--- src/rtl/irq_ctrl_pkg.sv ---
package irq_ctrl_pkg;

    localparam int CAUSE_W = 12;
    localparam int CNT_W   = 8;
    localparam int DATA_W  = 32;
    localparam int ADDR_W  = 8;

    // cause bit positions (software decodes these)
    localparam int B_INVALID     = 0;
    localparam int B_SRC_DONE    = 1;
    localparam int B_DST_DONE    = 2;
    localparam int B_BYTE_OVF    = 3;
    localparam int B_SRC_CNT_ERR = 4;
    localparam int B_DST_CNT_ERR = 5;
    localparam int B_SRC_DSC_RD  = 6;
    localparam int B_DST_DSC_RD  = 7;
    localparam int B_RD_DATA     = 8;
    localparam int B_WR_DATA     = 9;
    localparam int B_XFER_DONE   = 10;
    localparam int B_PAUSE       = 11;

    // register byte offsets
    localparam logic [7:0] OFS_CAUSE = 8'h00;
    localparam logic [7:0] OFS_MASK  = 8'h04;
    localparam logic [7:0] OFS_UNMSK = 8'h08;
    localparam logic [7:0] OFS_MSK   = 8'h0C;
    localparam logic [7:0] OFS_SCNT  = 8'h10;
    localparam logic [7:0] OFS_DCNT  = 8'h14;

    typedef enum logic [2:0] {
        SEL_NONE,
        SEL_CAUSE,
        SEL_MASK,
        SEL_UNMSK,
        SEL_MSK,
        SEL_SCNT,
        SEL_DCNT
    } reg_sel_e;

    typedef enum logic {
        PORT_IDLE,
        PORT_RDATA
    } port_state_e;

endpackage

--- src/rtl/irq_reg_port.sv ---
module irq_reg_port
    import irq_ctrl_pkg::*;
#(
    parameter int P_ADDR_W  = ADDR_W,
    parameter int P_DATA_W  = DATA_W,
    parameter int P_CAUSE_W = CAUSE_W,
    parameter int P_CNT_W   = CNT_W
) (
    input  logic                 clk,
    input  logic                 rst_n,
    input  logic                 req_valid,
    input  logic                 req_write,
    input  logic [P_ADDR_W-1:0]  req_addr,
    input  logic [P_CAUSE_W-1:0] cause_q,
    input  logic [P_CAUSE_W-1:0] mask_q,
    input  logic [P_CNT_W-1:0]   scnt_q,
    input  logic [P_CNT_W-1:0]   dcnt_q,
    output reg_sel_e             sel,
    output logic                 bad_access,
    output logic                 rsp_valid,
    output logic [P_DATA_W-1:0]  rsp_data
);

    port_state_e state_q, state_d;
    logic [P_DATA_W-1:0] rd_mux;
    logic                rd_req;

    always_comb begin
        sel = SEL_NONE;
        if (req_addr == P_ADDR_W'(OFS_CAUSE))      sel = SEL_CAUSE;
        else if (req_addr == P_ADDR_W'(OFS_MASK))  sel = SEL_MASK;
        else if (req_addr == P_ADDR_W'(OFS_UNMSK)) sel = SEL_UNMSK;
        else if (req_addr == P_ADDR_W'(OFS_MSK))   sel = SEL_MSK;
        else if (req_addr == P_ADDR_W'(OFS_SCNT))  sel = SEL_SCNT;
        else if (req_addr == P_ADDR_W'(OFS_DCNT))  sel = SEL_DCNT;
    end

    assign bad_access = req_valid && (sel == SEL_NONE);
    assign rd_req     = req_valid && !req_write;

    always_comb begin
        unique case (sel)
            SEL_CAUSE: rd_mux = P_DATA_W'(cause_q);
            SEL_MASK:  rd_mux = P_DATA_W'(mask_q);
            SEL_SCNT:  rd_mux = P_DATA_W'(scnt_q);
            SEL_DCNT:  rd_mux = P_DATA_W'(dcnt_q);
            default:   rd_mux = '0;
        endcase
    end

    // state register
    always_ff @(posedge clk) begin
        if (!rst_n) state_q <= PORT_IDLE;
        else        state_q <= state_d;
    end

    // next state: read accept / response retire
    always_comb begin
        state_d = state_q;
        unique case (state_q)
            PORT_IDLE:  state_d = rd_req ? PORT_RDATA : PORT_IDLE;
            PORT_RDATA: state_d = rd_req ? PORT_RDATA : PORT_IDLE;
            default:    state_d = PORT_IDLE;
        endcase
    end

    // outputs
    always_ff @(posedge clk) begin
        if (!rst_n)      rsp_data <= '0;
        else if (rd_req) rsp_data <= rd_mux;
    end

    always_comb rsp_valid = (state_q == PORT_RDATA);

    assert_rsp_follows_read_R12: assert property (@(posedge clk) disable iff (!rst_n)
        rd_req |=> rsp_valid);
    assert_no_rsp_without_read_R12: assert property (@(posedge clk) disable iff (!rst_n)
        !rd_req |=> !rsp_valid);
    assert_upper_zero_R2: assert property (@(posedge clk) disable iff (!rst_n)
        rsp_valid |-> (rsp_data[P_DATA_W-1:P_CAUSE_W] == '0));

endmodule

--- src/rtl/irq_cause_reg.sv ---
module irq_cause_reg #(
    parameter int W = 12
) (
    input  logic         clk,
    input  logic         rst_n,
    input  logic [W-1:0] set_vec,
    input  logic [W-1:0] clr_vec,
    output logic [W-1:0] cause_q
);

    always_ff @(posedge clk) begin
        if (!rst_n) cause_q <= '0;
        else        cause_q <= (cause_q & ~clr_vec) | set_vec;
    end

    assert_set_beats_clear_R10: assert property (@(posedge clk) disable iff (!rst_n)
        (|set_vec) |=> ((cause_q & $past(set_vec)) == $past(set_vec)));
    assert_clear_takes_R2: assert property (@(posedge clk) disable iff (!rst_n)
        (|(clr_vec & ~set_vec)) |=> ((cause_q & $past(clr_vec & ~set_vec)) == '0));

endmodule

--- src/rtl/irq_mask_reg.sv ---
module irq_mask_reg #(
    parameter int W = 12
) (
    input  logic         clk,
    input  logic         rst_n,
    input  logic         unmask_stb,
    input  logic         mask_stb,
    input  logic [W-1:0] wbits,
    output logic [W-1:0] mask_q
);

    always_ff @(posedge clk) begin
        if (!rst_n)          mask_q <= '1;
        else if (unmask_stb) mask_q <= mask_q & ~wbits;
        else if (mask_stb)   mask_q <= mask_q | wbits;
    end

    assert_unmask_clears_R4: assert property (@(posedge clk) disable iff (!rst_n)
        unmask_stb |=> ((mask_q & $past(wbits)) == '0));
    assert_mask_sets_R4: assert property (@(posedge clk) disable iff (!rst_n)
        (mask_stb && !unmask_stb) |=> ((mask_q & $past(wbits)) == $past(wbits)));
    assert_mask_holds_R3: assert property (@(posedge clk) disable iff (!rst_n)
        (!mask_stb && !unmask_stb) |=> $stable(mask_q));

endmodule

--- src/rtl/irq_done_counter.sv ---
module irq_done_counter #(
    parameter int W = 8
) (
    input  logic         clk,
    input  logic         rst_n,
    input  logic         inc,
    input  logic         clr,
    output logic [W-1:0] cnt_q,
    output logic         wrap
);

    assign wrap = inc && !clr && (cnt_q == '1);

    always_ff @(posedge clk) begin
        if (!rst_n)   cnt_q <= '0;
        else if (clr) cnt_q <= W'(inc);
        else if (inc) cnt_q <= cnt_q + 1'b1;
    end

    assert_step_R6: assert property (@(posedge clk) disable iff (!rst_n)
        (inc && !clr) |=> (cnt_q == $past(cnt_q) + 1'b1));
    assert_clear_R8: assert property (@(posedge clk) disable iff (!rst_n)
        (clr && !inc) |=> (cnt_q == '0));
    assert_read_and_inc_R11: assert property (@(posedge clk) disable iff (!rst_n)
        (clr && inc) |=> (cnt_q == W'(1)));

endmodule

--- src/rtl/dma_irq_ctrl.sv ---
module dma_irq_ctrl
    import irq_ctrl_pkg::*;
#(
    parameter int ADDR_W  = irq_ctrl_pkg::ADDR_W,
    parameter int DATA_W  = irq_ctrl_pkg::DATA_W,
    parameter int CAUSE_W = irq_ctrl_pkg::CAUSE_W,
    parameter int CNT_W   = irq_ctrl_pkg::CNT_W
) (
    input  logic               clk,
    input  logic               rst_n,
    input  logic               req_valid,
    input  logic               req_write,
    input  logic [ADDR_W-1:0]  req_addr,
    input  logic [DATA_W-1:0]  req_wdata,
    output logic               rsp_valid,
    output logic [DATA_W-1:0]  rsp_data,
    input  logic [CAUSE_W-1:0] evt_cause,
    input  logic               src_dscr_done,
    input  logic               dst_dscr_done,
    output logic               irq
);

    localparam int N_SIDES = 2;

    reg_sel_e            sel;
    logic                bad_access;
    logic                wr_req, rd_req;
    logic [CAUSE_W-1:0]  cause_q, mask_q, set_vec, clr_vec, wbits;
    logic [N_SIDES-1:0]  cnt_inc, cnt_clr, cnt_wrap;
    logic [CNT_W-1:0]    cnt_val [N_SIDES];
    logic                unused_wdata_hi;

    assign wr_req = req_valid && req_write;
    assign rd_req = req_valid && !req_write;
    assign wbits  = req_wdata[CAUSE_W-1:0];
    assign unused_wdata_hi = ^req_wdata[DATA_W-1:CAUSE_W];

    irq_reg_port #(
        .P_ADDR_W (ADDR_W),
        .P_DATA_W (DATA_W),
        .P_CAUSE_W(CAUSE_W),
        .P_CNT_W  (CNT_W)
    ) u_port (
        .clk       (clk),
        .rst_n     (rst_n),
        .req_valid (req_valid),
        .req_write (req_write),
        .req_addr  (req_addr),
        .cause_q   (cause_q),
        .mask_q    (mask_q),
        .scnt_q    (cnt_val[0]),
        .dcnt_q    (cnt_val[1]),
        .sel       (sel),
        .bad_access(bad_access),
        .rsp_valid (rsp_valid),
        .rsp_data  (rsp_data)
    );

    assign cnt_inc = {dst_dscr_done, src_dscr_done};
    assign cnt_clr = {rd_req && (sel == SEL_DCNT), rd_req && (sel == SEL_SCNT)};

    generate
        for (genvar s = 0; s < N_SIDES; s++) begin : g_side
            irq_done_counter #(.W(CNT_W)) u_cnt (
                .clk  (clk),
                .rst_n(rst_n),
                .inc  (cnt_inc[s]),
                .clr  (cnt_clr[s]),
                .cnt_q(cnt_val[s]),
                .wrap (cnt_wrap[s])
            );
        end
    endgenerate

    always_comb begin
        set_vec                = evt_cause;
        set_vec[B_INVALID]     = evt_cause[B_INVALID]     | bad_access;
        set_vec[B_SRC_DONE]    = evt_cause[B_SRC_DONE]    | src_dscr_done;
        set_vec[B_DST_DONE]    = evt_cause[B_DST_DONE]    | dst_dscr_done;
        set_vec[B_SRC_CNT_ERR] = evt_cause[B_SRC_CNT_ERR] | cnt_wrap[0];
        set_vec[B_DST_CNT_ERR] = evt_cause[B_DST_CNT_ERR] | cnt_wrap[1];
    end

    assign clr_vec = (wr_req && sel == SEL_CAUSE) ? wbits : '0;

    irq_cause_reg #(.W(CAUSE_W)) u_cause (
        .clk    (clk),
        .rst_n  (rst_n),
        .set_vec(set_vec),
        .clr_vec(clr_vec),
        .cause_q(cause_q)
    );

    irq_mask_reg #(.W(CAUSE_W)) u_mask (
        .clk       (clk),
        .rst_n     (rst_n),
        .unmask_stb(wr_req && sel == SEL_UNMSK),
        .mask_stb  (wr_req && sel == SEL_MSK),
        .wbits     (wbits),
        .mask_q    (mask_q)
    );

    assign irq = |(cause_q & ~mask_q);

    assert_bad_access_flags_R9: assert property (@(posedge clk) disable iff (!rst_n)
        (req_valid && sel == SEL_NONE) |=> cause_q[B_INVALID]);
    assert_src_done_flags_R6: assert property (@(posedge clk) disable iff (!rst_n)
        src_dscr_done |=> cause_q[B_SRC_DONE]);
    assert_dst_done_flags_R6: assert property (@(posedge clk) disable iff (!rst_n)
        dst_dscr_done |=> cause_q[B_DST_DONE]);
    assert_src_wrap_err_R7: assert property (@(posedge clk) disable iff (!rst_n)
        (src_dscr_done && !cnt_clr[0] && cnt_val[0] == '1) |=> (cause_q[B_SRC_CNT_ERR] && cnt_val[0] == '0));
    assert_all_masked_quiet_R5: assert property (@(posedge clk) disable iff (!rst_n)
        (&mask_q) |-> !irq);

endmodule

--- config.mk ---
export PLATFORM = sky130hd
export DESIGN_NAME = dma_irq_ctrl
export DESIGN_NICKNAME = d
export VERILOG_FILES = /design/src/rtl/irq_ctrl_pkg.sv /design/src/rtl/irq_reg_port.sv /design/src/rtl/irq_cause_reg.sv /design/src/rtl/irq_mask_reg.sv /design/src/rtl/irq_done_counter.sv /design/src/rtl/dma_irq_ctrl.sv
export SDC_FILE = /design/constraint.sdc
export NUM_CORES = 1
export LEC_CHECK = 0
export ABC_CLOCK_PERIOD_IN_PS = 2200
export BUFFER_PORTS_ARGS = -buffer_cell sky130_fd_sc_hd__clkbuf_2
export CAP_MARGIN = 5
export CORE_MARGIN = 2
export CORE_UTILIZATION = 46
export CTS_CLUSTER_SIZE = 40
export DETAILED_ROUTE_END_ITERATION = 8
export GPL_ROUTABILITY_DRIVEN = 0
export PLACE_DENSITY = 0.76
export RECOVER_POWER = 100
export SLEW_MARGIN = 5
export SYNTH_ARGS = -nofsm -noshare
export SYNTH_HDL_FRONTEND = slang
export SYNTH_SLANG_ARGS = --single-unit
--- constraint.sdc ---
create_clock -name clk -period 2.2 [get_ports clk]
set_clock_uncertainty 0.15 [all_clocks]
set_input_delay 0.11 -clock clk [delete_from_list [all_inputs] [get_ports clk]]
set_output_delay 0.11 -clock clk [all_outputs]
set_load 0.01 [all_outputs]
* Word-level counts from Yosys, hierarchy flattened
Index checks and enable logic that the tools add are counted.
Word-level totals: register bits after elaboration 73, input bits 58, RAM bits 0, bits in read-only memories 0, bits in latches 0, logic and storage cells 75, output and inout port bits 34, memories kept 0
Cells by class: div/mod/pow operators 0, shift operators 0, reductions and logical operators 23, multiplexer cells 15, bitwise gates (word level) 14, equality and inequality tests 13, multiply operators 0, $add $sub $neg 2, order comparisons 0
Operator list (count):
- 12-bit case mux with 4 select lines | 1
- 12-bit bitwise AND | 3
- 12-bit 2-to-1 mux | 3
- 12-bit inverter | 3
- 12-bit OR | 2
- 3-bit 2-to-1 mux | 6
- 8-bit by 1-bit adder with 8-bit output (second input constant) | 2
- 8-bit by 4-bit equality test with 1-bit output (second input constant) | 2
- 8-bit by 5-bit equality test with 1-bit output (second input constant) | 2
- 8-bit equality test (second input constant) | 2
- 1-bit logical AND | 12
- 12-bit OR reduction | 1
- 3-bit equality test (second input constant) | 3
- 8-bit by 3-bit equality test with 1-bit output (second input constant) | 1
- 8-bit zero test | 1
- 3-bit by 2-bit equality test with 1-bit output (second input constant) | 2
- 2-bit nonzero test | 3
- 1-bit 2-to-1 mux | 5
- 1-bit OR | 5
- 2-bit OR reduction | 2
- 3-bit by 1-bit equality test with 1-bit output (second input constant) | 1
- 1-bit zero test | 3
- 3-bit zero test | 1
- 1-bit inverter | 1

* Logic depth before layout (Yosys ltp)
Gate-level depths: netlist (run 1).
depth after elaboration 14, mapped depth 10, gate-level depth less buffers 9

* Hierarchy
A second synthesis (run 1) with hierarchy kept.
Second synthesis, totals: cells, all modules 291, area total of the unflattened synthesis 2812.7 µm²
By module, submodules not included:
- irq_reg_port | instances 1, area an instance 918.4 µm², sequential area each 260.2 µm², cells each 83
- irq_done_counter | instances 2, area an instance 359.1 µm², sequential area each 160.2 µm², cells each 39
- irq_mask_reg | instances 1, area an instance 466.7 µm², sequential area each 240.2 µm², cells each 51
- irq_cause_reg | instances 1, area an instance 416.6 µm², sequential area each 240.2 µm², cells each 37
- dma_irq_ctrl | instances 1, area an instance 292.8 µm², sequential area each 0.0 µm², cells each 42

* Worst setup path after synthesis (run 1)
OpenSTA, ideal clock, no wires.
kind input to register, start point in req_addr[0], end point reg u_cause.cause_q[5], arrival 2.069 ns, slack -0.139 ns, cell stages on the path 9, data required time 1.930 ns, path buffers 0, setup time 0.120 ns, cells stage by stage or4_4 > nor2_1 > nand2b_1 > inv_1 > ha_1 > nand3b_1 > a2111oi_2 > and4b_1 > o31a_1
On the way: longest elaborated chain between the ends 14, elaborated cells between the ends (all ways) 24, those cells by class 7 x eq/ne; 7 x mux; 4 x bitwise; 6 x reduce/logical
RTL lines:
- start, declared | RTL line dma_irq_ctrl.sv:13 | input logic [ADDR_W-1:0] req_addr,
- 8-bit by 5-bit equality test with 1-bit output | RTL line irq_reg_port.sv:35 | else if (req_addr == P_ADDR_W'(OFS_DCNT)) sel = SEL_DCNT;
- 3-bit 2-to-1 mux | RTL line irq_reg_port.sv:35
- 3-bit 2-to-1 mux | RTL line irq_reg_port.sv:34 | else if (req_addr == P_ADDR_W'(OFS_SCNT)) sel = SEL_SCNT;
- 3-bit 2-to-1 mux | RTL line irq_reg_port.sv:33 | else if (req_addr == P_ADDR_W'(OFS_MSK)) sel = SEL_MSK;
- 3-bit 2-to-1 mux | RTL line irq_reg_port.sv:32 | else if (req_addr == P_ADDR_W'(OFS_UNMSK)) sel = SEL_UNMSK;
- 3-bit 2-to-1 mux | RTL line irq_reg_port.sv:31 | else if (req_addr == P_ADDR_W'(OFS_MASK)) sel = SEL_MASK;
- 3-bit 2-to-1 mux (*) | RTL line irq_reg_port.sv:30 | if (req_addr == P_ADDR_W'(OFS_CAUSE)) sel = SEL_CAUSE;
- 3-bit equality test | RTL line dma_irq_ctrl.sv:60 | assign cnt_clr = {rd_req && (sel == SEL_DCNT), rd_req && (sel == SEL_SCNT)};
- 1-bit logical AND | RTL line dma_irq_ctrl.sv:60
- 1-bit zero test | RTL line irq_done_counter.sv:12 | assign wrap = inc && !clr && (cnt_q == '1);
- 1-bit logical AND (2 in a row) | RTL line irq_done_counter.sv:12
- 1-bit OR | RTL line dma_irq_ctrl.sv:81 | set_vec[B_DST_CNT_ERR] = evt_cause[B_DST_CNT_ERR] | cnt_wrap[1];
- 12-bit OR (*) | RTL line irq_cause_reg.sv:13 | else cause_q <= (cause_q & ~clr_vec) | set_vec;
- end signal, assigned | RTL line irq_cause_reg.sv:13
- end, declared | RTL line irq_cause_reg.sv:8 | output logic [W-1:0] cause_q
Mark *: on every way between the ends. The rest lies on a longest branch, timed or not. A chain may end at the register's enable or synchronous reset.

* Worst setup path in the final report (run 1)
start point in req_addr[5], end point reg u_port.rsp_data[2]
On the way: longest elaborated chain between the ends 9, elaborated cells between the ends (all ways) 17, those cells by class 9 x eq/ne; 7 x mux; 1 x reduce/logical
RTL lines:
- 8-bit by 5-bit equality test with 1-bit output | RTL line irq_reg_port.sv:35
- 3-bit 2-to-1 mux | RTL line irq_reg_port.sv:35
- 3-bit 2-to-1 mux | RTL line irq_reg_port.sv:34
- 3-bit 2-to-1 mux | RTL line irq_reg_port.sv:33
- 3-bit 2-to-1 mux | RTL line irq_reg_port.sv:32
- 3-bit 2-to-1 mux | RTL line irq_reg_port.sv:31
- 3-bit 2-to-1 mux (*) | RTL line irq_reg_port.sv:30
- 3-bit equality test (tied with other cells) | RTL line irq_reg_port.sv:42 | unique case (sel)
- 12-bit case mux with 4 select lines (*) | RTL line irq_reg_port.sv:42
- end signal, assigned | RTL line irq_reg_port.sv:70 | else if (rd_req) rsp_data <= rd_mux;
- end, declared | RTL line irq_reg_port.sv:21 | output logic [P_DATA_W-1:0] rsp_data
Marked as above.

==> flow_metrics.py, run 1 <==
metrics = {
    "layout": {
        "layout-drive-gt1-share_pct": 18.9,
        "nets": 487,
        "syn2layout_area_growth_pct": 26.8,
        "diodes": 0,
        "fin_cells": 499,
        "nFillCells": 532,
    },
    "grt": {
        "grt_overflow": 0,
        "grt_pass1_wl_um": 12100,
        "grt_pass1_vias": 2682,
        "antenna_found_initial": 0,
        "grt_util_all_layers_pct": 23.1,
        "grt_max_degree": 48,
    },
    "power": {
        "p_per_area_nw_per_um2": 495,
        "peakVddDrop_v": 0.000242,
        "p_leak_nw": 1.58,
    },
    "critical_path": {
        "timing.critical_path.fanout_max": 18,
        "r2r_slack_ns": 0.77,
        "path_buf_inv": 3,
        "worstPathCellList": "clkbuf_2 > or4_4 > nor2_4 > and2_4 > inv_1 > ha_4 > clkbuf_4 > a221o_1 > a32o_1",
        "required_ns": 2.25,
        "cp-end-kind": "register",
        "r2r-end": "u_cause.cause_q[5]",
        "arrival_ns": 2.20,
        "slowest_stage": "or4_4",
        "ff2ff_path_depth": 5,
        "start_kind": "input pin",
        "crit_family": "simple AND/OR/NAND/NOR gates",
        "critical_path_depth": 9,
        "critPathMaxStageDelay_ns": 0.55,
        "r2r-start": "g_side[1].u_cnt.cnt_q[1]",
        "path_class": "in2reg",
    },
    "yosys": {
        "synth_edf_count": 0,
        "synth_area_um2": 2850,
        "ys_top_cells_by_area": "dfxtp_1 37%, a221o_1 5.6%, buf_4 5.3%",
        "synthArstFlopShare_pct": 0,
        "ys_types": 50,
        "yosysSeqAreaShare_pct": 37.3,
        "ys_ff_latch": 53,
        "yosys.area.top_type": "dfxtp_1",
        "synth_flop_cell": "dfxtp_1",
        "avgSynthCellArea_um2": 8.52,
        "synth_top_area_share_pct": 37.3,
        "synth_cells": 334,
        "yosys_warnings": 0,
    },
    "clocking": {
        "root_buffer": "clkbuf_8",
        "cts_made_buffers": 5,
        "h-tree-depth": 2,
        "worstSkewPairLatency_ns": 0.31,
        "clk_path_buf_depth": 2,
        "cts_setup_buffers": 0,
        "clock-sinks": 53,
        "clk_pin_slew_ns": 0.09,
        "tritoncts": "done",
    },
    "sta": {
        "fmax_mhz": 466,
        "hold_ws_ns": 0.0650,
        "fin_crit_sh_pct": 97.5,
        "rsz0062_at_grt": "no",
        "drv_slew": 0,
        "period_minus_slack_ns": 2.14,
        "finalHoldViolCount": 0,
        "setup_violations": 0,
    },
    "routing": {
        "viasPerCell": 5.59,
        "drc": 0,
        "wire_per_inst_um": 15.5,
        "first_pass_iters": 4,
        "vias": 2787,
        "routed_wl_um": 7750,
        "drt_iter0_drc": 305,
        "ant_nets": 0,
    },
    "hold_path": {
        "hp-class": "in2reg",
        "min_from": "dst_dscr_done",
        "hold_path_depth": 3,
        "holdPathEnd": "g_side[1].u_cnt.cnt_q[0]",
    },
    "placed_design": {
        "portBuffers": 51,
        "dp_cells": 464,
        "dp_hpwl_um": 5290,
    },
    "run_status": {
        "run_status": "complete, no violations",
    },
    "floorplanning": {
        "core_area_um2": 5960,
        "dieArea_um2": 6830,
        "initial_core_util_pct": 47.8,
        "die_h_um": 82.7,
        "pin_count": 92,
        "core.rowCount": 28,
        "dieWidth_um": 82.7,
    },
    "job": {
        "cap_violations": 0,
    },
}
==> per-layer routing <==
metal	share of wire (%)	global-route usage, %	wire [um]
met1	41	28.8	3210
met3	7.7	3.15	595
met5	0	0	0
met2	48	40.1	3730
met4	2.8	9.51	217
==> cell usage in the layout, fill, tap and decap left out, types with 4 or more instances in the layout <==
cell type / netlist / final
a31oi_1: 10 / 10
clkbuf_2: 0 / 38
and3_1: 13 / 13
nand2_1: 19 / 19
mux2i_1: 5 / 5
nor2_1: 23 / 22
clkbuf_1: 12 / 16
a221o_1: 16 / 16
a22oi_1: 4 / 4
o21ai_0: 9 / 9
xnor2_1: 5 / 5
conb_1: 1 / 20
a21oi_1: 24 / 24
nand2b_1: 10 / 9
buf_4: 20 / 20
nand3_1: 9 / 9
ha_1: 6 / 5
a32o_1: 8 / 8
xor2_1: 7 / 7
o41ai_1: 4 / 4
dfxtp_1: 53 / 53
clkbuf_8: 0 / 5
inv_1: 25 / 24
dlygate4sd3_1: 0 / 26
==> power by group <==
group | internal [W] | total, W | switching (W) | leakage [nW]
clock | 0.000222 | 0.000546 | 0.000324 | 0.0450
sequential | 0.000982 | 0.00100 | 0.0000222 | 0.432
combinational | 0.000110 | 0.000234 | 0.000123 | 1.10
==> worst register-to-register path, stage by stage, from the launching register on <==
cell,delay [ns]
dfxtp_1,0.41
ha_1,0.22
nand3_1,0.08
nor2_1,0.16
and4b_1,0.21
o31a_1,0.13
==> cell type report <==
type / instances / area [um^2] / area share (%)
Sequential cell: 53 / 1060 / 29.4
Clock inverter: 2 / 10.0 / 0.277
Clock buffer: 6 / 72.6 / 2.01
Tap cell: 75 / 93.8 / 2.60
Inverter: 25 / 93.8 / 2.60
Timing Repair Buffer: 101 / 684 / 19.0
Multi-Input combinational cell: 237 / 1590 / 44.1
==> per-stage QoR <==
stage / total power (W) / setup TNS, ns / setup WS [ns] / instance area, um^2 / utilization [%]
finish: 0.00178 / 0 / 0.0552 / 3610 / 60.6
global route: 0.00185 / 0 / 0.0179 / 3610 / 60.6
floorplan: 0.00115 / 0 / 0.00153 / 2930 / -
global placement: 0.00121 / -3.75 / -0.174 / 3250 / 54.6
CTS: 0.00178 / 0 / 0.0201 / 3590 / 60.4
detailed placement: 0.00121 / -5.33 / -0.270 / 3250 / 54.6
==> worst max path at each step <==
stage | start | to | slack, ns
3_3_place_gp | req_addr[3] | register | -0.17
4_1_cts | req_addr[5] | u_cause.cause_q[5] | 0.02
5_1_grt | req_addr[5] | u_cause.cause_q[5] | 0.02
2_1_floorplan | req_addr[5] | u_cause.cause_q[5] | 0.002
3_5_place_dp | req_addr[5] | u_cause.cause_q[5] | -0.27
6_report | req_addr[5] | u_port.rsp_data[2] | 0.06
==> synth_stat cells (2+ instances only) <==
library cell and n:
dfxtp_1 53, inv_1 25, a21oi_1 24, nor2_1 23, buf_4 20, nand2_1 19
a221o_1 16, and3_1 13, clkbuf_1 12, a31oi_1 10, nand2b_1 10, nand3_1 9
o21ai_0 9, a32o_1 8, and2_1 7, xor2_1 7, ha_1 6, mux2i_1 5
xnor2_1 5, a22oi_1 4, o41ai_1 4, a221oi_1 3, buf_1 3, buf_2 3
nand4_1 3, o22ai_1 3, o31ai_1 3, a21boi_0 2, nand3b_1 2, nor2b_1 2
o31a_1 2
==> logic make-up (layout without fill, tap and decap cells) <==
kind of cell               count (synthesis)  count (layout)  synth area share [%]
AOI/OAI and AO/OA                         98              99                  25.7
and+or+nand+nor                           95              95                  17.4
buffers and inverters                     64             134                  11.5
DFF                                       53              53                  37.3
xor gates and xnor gates                  12              12                  3.69
adders and majority gates                  6               6                  2.64
muxes                                      5               5                  1.76
other                                      1              20                 0.132
==> repair_timing <==
action	4_1_cts	5_1_grt
hold buffers	26	0
setup endpoints to repair	0	13
gates resized for setup	0	8
endpoints found under the hold margin	26	0
Note: power is estimated with default switching activity, not from simulation.
==> inputs of run 2 (changes only) <==
--- a/config.mk
+++ b/config.mk
@@ -10,12 +10,13 @@
 export CAP_MARGIN = 5
 export CORE_MARGIN = 2
 export CORE_UTILIZATION = 46
+export CTS_CLUSTER_DIAMETER = 60
 export CTS_CLUSTER_SIZE = 40
 export DETAILED_ROUTE_END_ITERATION = 8
 export GPL_ROUTABILITY_DRIVEN = 0
 export PLACE_DENSITY = 0.76
-export RECOVER_POWER = 100
 export SLEW_MARGIN = 5
 export SYNTH_ARGS = -nofsm -noshare
 export SYNTH_HDL_FRONTEND = slang
 export SYNTH_SLANG_ARGS = --single-unit
+export TNS_END_PERCENT = 50
==> run 2 against run 1 <==
Global-route usage did not move. Worst setup slack better by 0.036 ns. Largest cell class unchanged. Combinational power hardly changed.
==> flow_metrics.py, run 2 (synthesis results as in run 1) <==
metrics = {
    "layout": {
        "layout_commonest_cell": "dfxtp_1",
        "layout-drive-gt1-share_pct": 22.6,
        "diodes": 0,
        "syn2layout_area_growth_pct": 28.2,
        "final_cell_mix": "53 x dfxtp_1, 51 x clkbuf_2, 26 x dlygate4sd3_1",
        "post-route-util_pct": 61.3,
        "nets": 487,
    },
    "hold_path": {
        "hp-class": "in2reg",
    },
    "power": {
        "comb_power_share_pct": 13.2,
        "intPower_w": 0.00132,
        "seq_power_share_pct": 56.1,
        "p_per_area_nw_per_um2": 491,
        "switching_power_w": 0.000475,
        "p_clk_share_pct": 30.8,
        "p_leak_nw": 1.64,
        "p_sw_share_pct": 26.5,
        "peakVddDrop_v": 0.000242,
    },
    "clocking": {
        "h-tree-depth": 2,
        "cts_made_buffers": 5,
        "worstSkewPairLatency_ns": 0.31,
        "clock-sinks": 53,
        "clk_pin_slew_ns": 0.09,
        "cts_setup_buffers": 0,
        "tritoncts": "done",
        "clk_path_buf_depth": 2,
        "root_buffer": "clkbuf_8",
    },
    "grt": {
        "antenna_found_initial": 0,
        "grt_max_degree": 48,
        "grt_util_all_layers_pct": 23.1,
        "grt_pass1_wl_um": 12100,
        "grt_overflow": 0,
        "grt_pass1_vias": 2682,
    },
    "sta": {
        "finalHoldViolCount": 0,
        "fin_crit_sh_pct": 95.9,
        "worst_slack_ns": 0.0910,
        "drv_slew": 0,
        "period_minus_slack_ns": 2.11,
        "setup_violations": 0,
        "fmax_mhz": 474,
    },
    "critical_path": {
        "start_kind": "input pin",
        "worstPathCellList": "clkbuf_2 > or4_4 > nor2_4 > nand2b_4 > inv_2 > ha_4 > nand3b_1 > a2111oi_4 > and4b_1 > o31a_1",
        "required_ns": 2.24,
        "cp-end-kind": "register",
        "critPathMaxStageDelay_ns": 0.55,
        "timing.critical_path.fanout_max": 3,
        "path_class": "in2reg",
        "slowest_stage": "or4_4",
        "arrival_ns": 2.15,
    },
    "floorplanning": {
        "dieWidth_um": 82.7,
        "dieArea_um2": 6830,
        "initial_core_util_pct": 47.8,
        "die_h_um": 82.7,
        "core.rowCount": 28,
        "pin_count": 92,
        "core_area_um2": 5960,
    },
    "routing": {
        "ant_nets": 0,
        "wire_per_inst_um": 15.5,
        "viasPerCell": 5.61,
        "routed_wl_um": 7750,
        "first_pass_iters": 5,
        "drc": 0,
        "vias": 2799,
        "drt_iter0_drc": 313,
    },
    "placed_design": {
        "place_ws_ns": -0.270,
        "portBuffers": 51,
        "dp_hpwl_um": 5290,
    },
    "run_status": {
        "run_status": "complete, no violations",
    },
    "job": {
        "cap_violations": 0,
    },
}
## run 2: cell count changes in the layout (fill, tap and decap cells not counted), sizes merged
cell    change
clkbuf      -3
buf         +3
## run 2: layout make-up
| type | count | area [um^2] |
|---|---|---|
| timing repair buffer | 101 | 721 |
| clock buffer | 6 | 72.6 |
| sequential | 53 | 1060 |
| tap | 75 | 93.8 |
| clock inverter | 2 | 10.0 |
| multi-input combinational | 237 | 1600 |
| inverter | 25 | 93.8 |
| fill | 524 | 2310 |
## run 2: timing repair
| item | 4_1_cts | 5_1_grt |
|---|---|---|
| hold buffers | 26 | 0 |
| endpoints found under the hold margin | 26 | 0 |
| endpoints found under the setup margin | 0 | 13 |
| gates resized for setup | 0 | 8 |
## run 2: final timing paths
path / start / end / slack, ns / depth (start not counted)
max: req_addr[5] / u_cause.cause_q[5] / 0.09 / 10
min reg2reg: u_port.rsp_data[6] / u_port.rsp_data[6] / 0.33 / 1
max reg2reg: g_side[1].u_cnt.cnt_q[0] / u_cause.cause_q[5] / 0.78 / 5
min: dst_dscr_done / g_side[1].u_cnt.cnt_q[0] / 0.06 / 3
## run 2: power groups by stage
| stage | clock network (W) | logic [W] | registers [W] |
|---|---|---|---|
| 2_1_floorplan | 0 | 0.000131 | 0.00102 |
| 3_3_place_gp | 0 | 0.000179 | 0.00103 |
| 3_5_place_dp | 0 | 0.000186 | 0.00103 |
| 4_1_cts | 0.000548 | 0.000224 | 0.00100 |
| 5_1_grt | 0.000585 | 0.000261 | 0.00101 |
| 6_report | 0.000551 | 0.000236 | 0.00100 |
## run 2: through the flow
step / instances / hold WS (ns) / cell area [um^2] / setup TNS, ns / power (W)
2_1_floorplan: 353 / 0.0601 / 2930 / 0 / 0.00115
3_3_place_gp: 464 / 0.174 / 3250 / -3.75 / 0.00121
3_5_place_dp: 464 / 0.181 / 3250 / -5.33 / 0.00121
4_1_cts: 498 / 0.0534 / 3590 / 0 / 0.00178
5_1_grt: 499 / 0.115 / 3650 / -0.00636 / 0.00185
6_report: 499 / 0.0616 / 3650 / 0 / 0.00179
## run 2: routing by layer
metal / wire (um) / up-vias / global-route usage, %
met5: 0 / - / 0
met4: 193 / 0 / 9.51
met1: 3320 / 1304 / 28.8
li1: - / 1357 / -
met2: 3730 / 122 / 40.1
met3: 509 / 16 / 3.15
## run 2: worst max-delay path: cells and delay by family
family / cells / cell delay [ns]
AND/OR/NAND/NOR: 5 / 1.14
adder cells (fa/ha/maj): 1 / 0.15
AO/OA/AOI/OAI: 2 / 0.58
buffers and inverters: 2 / 0.17
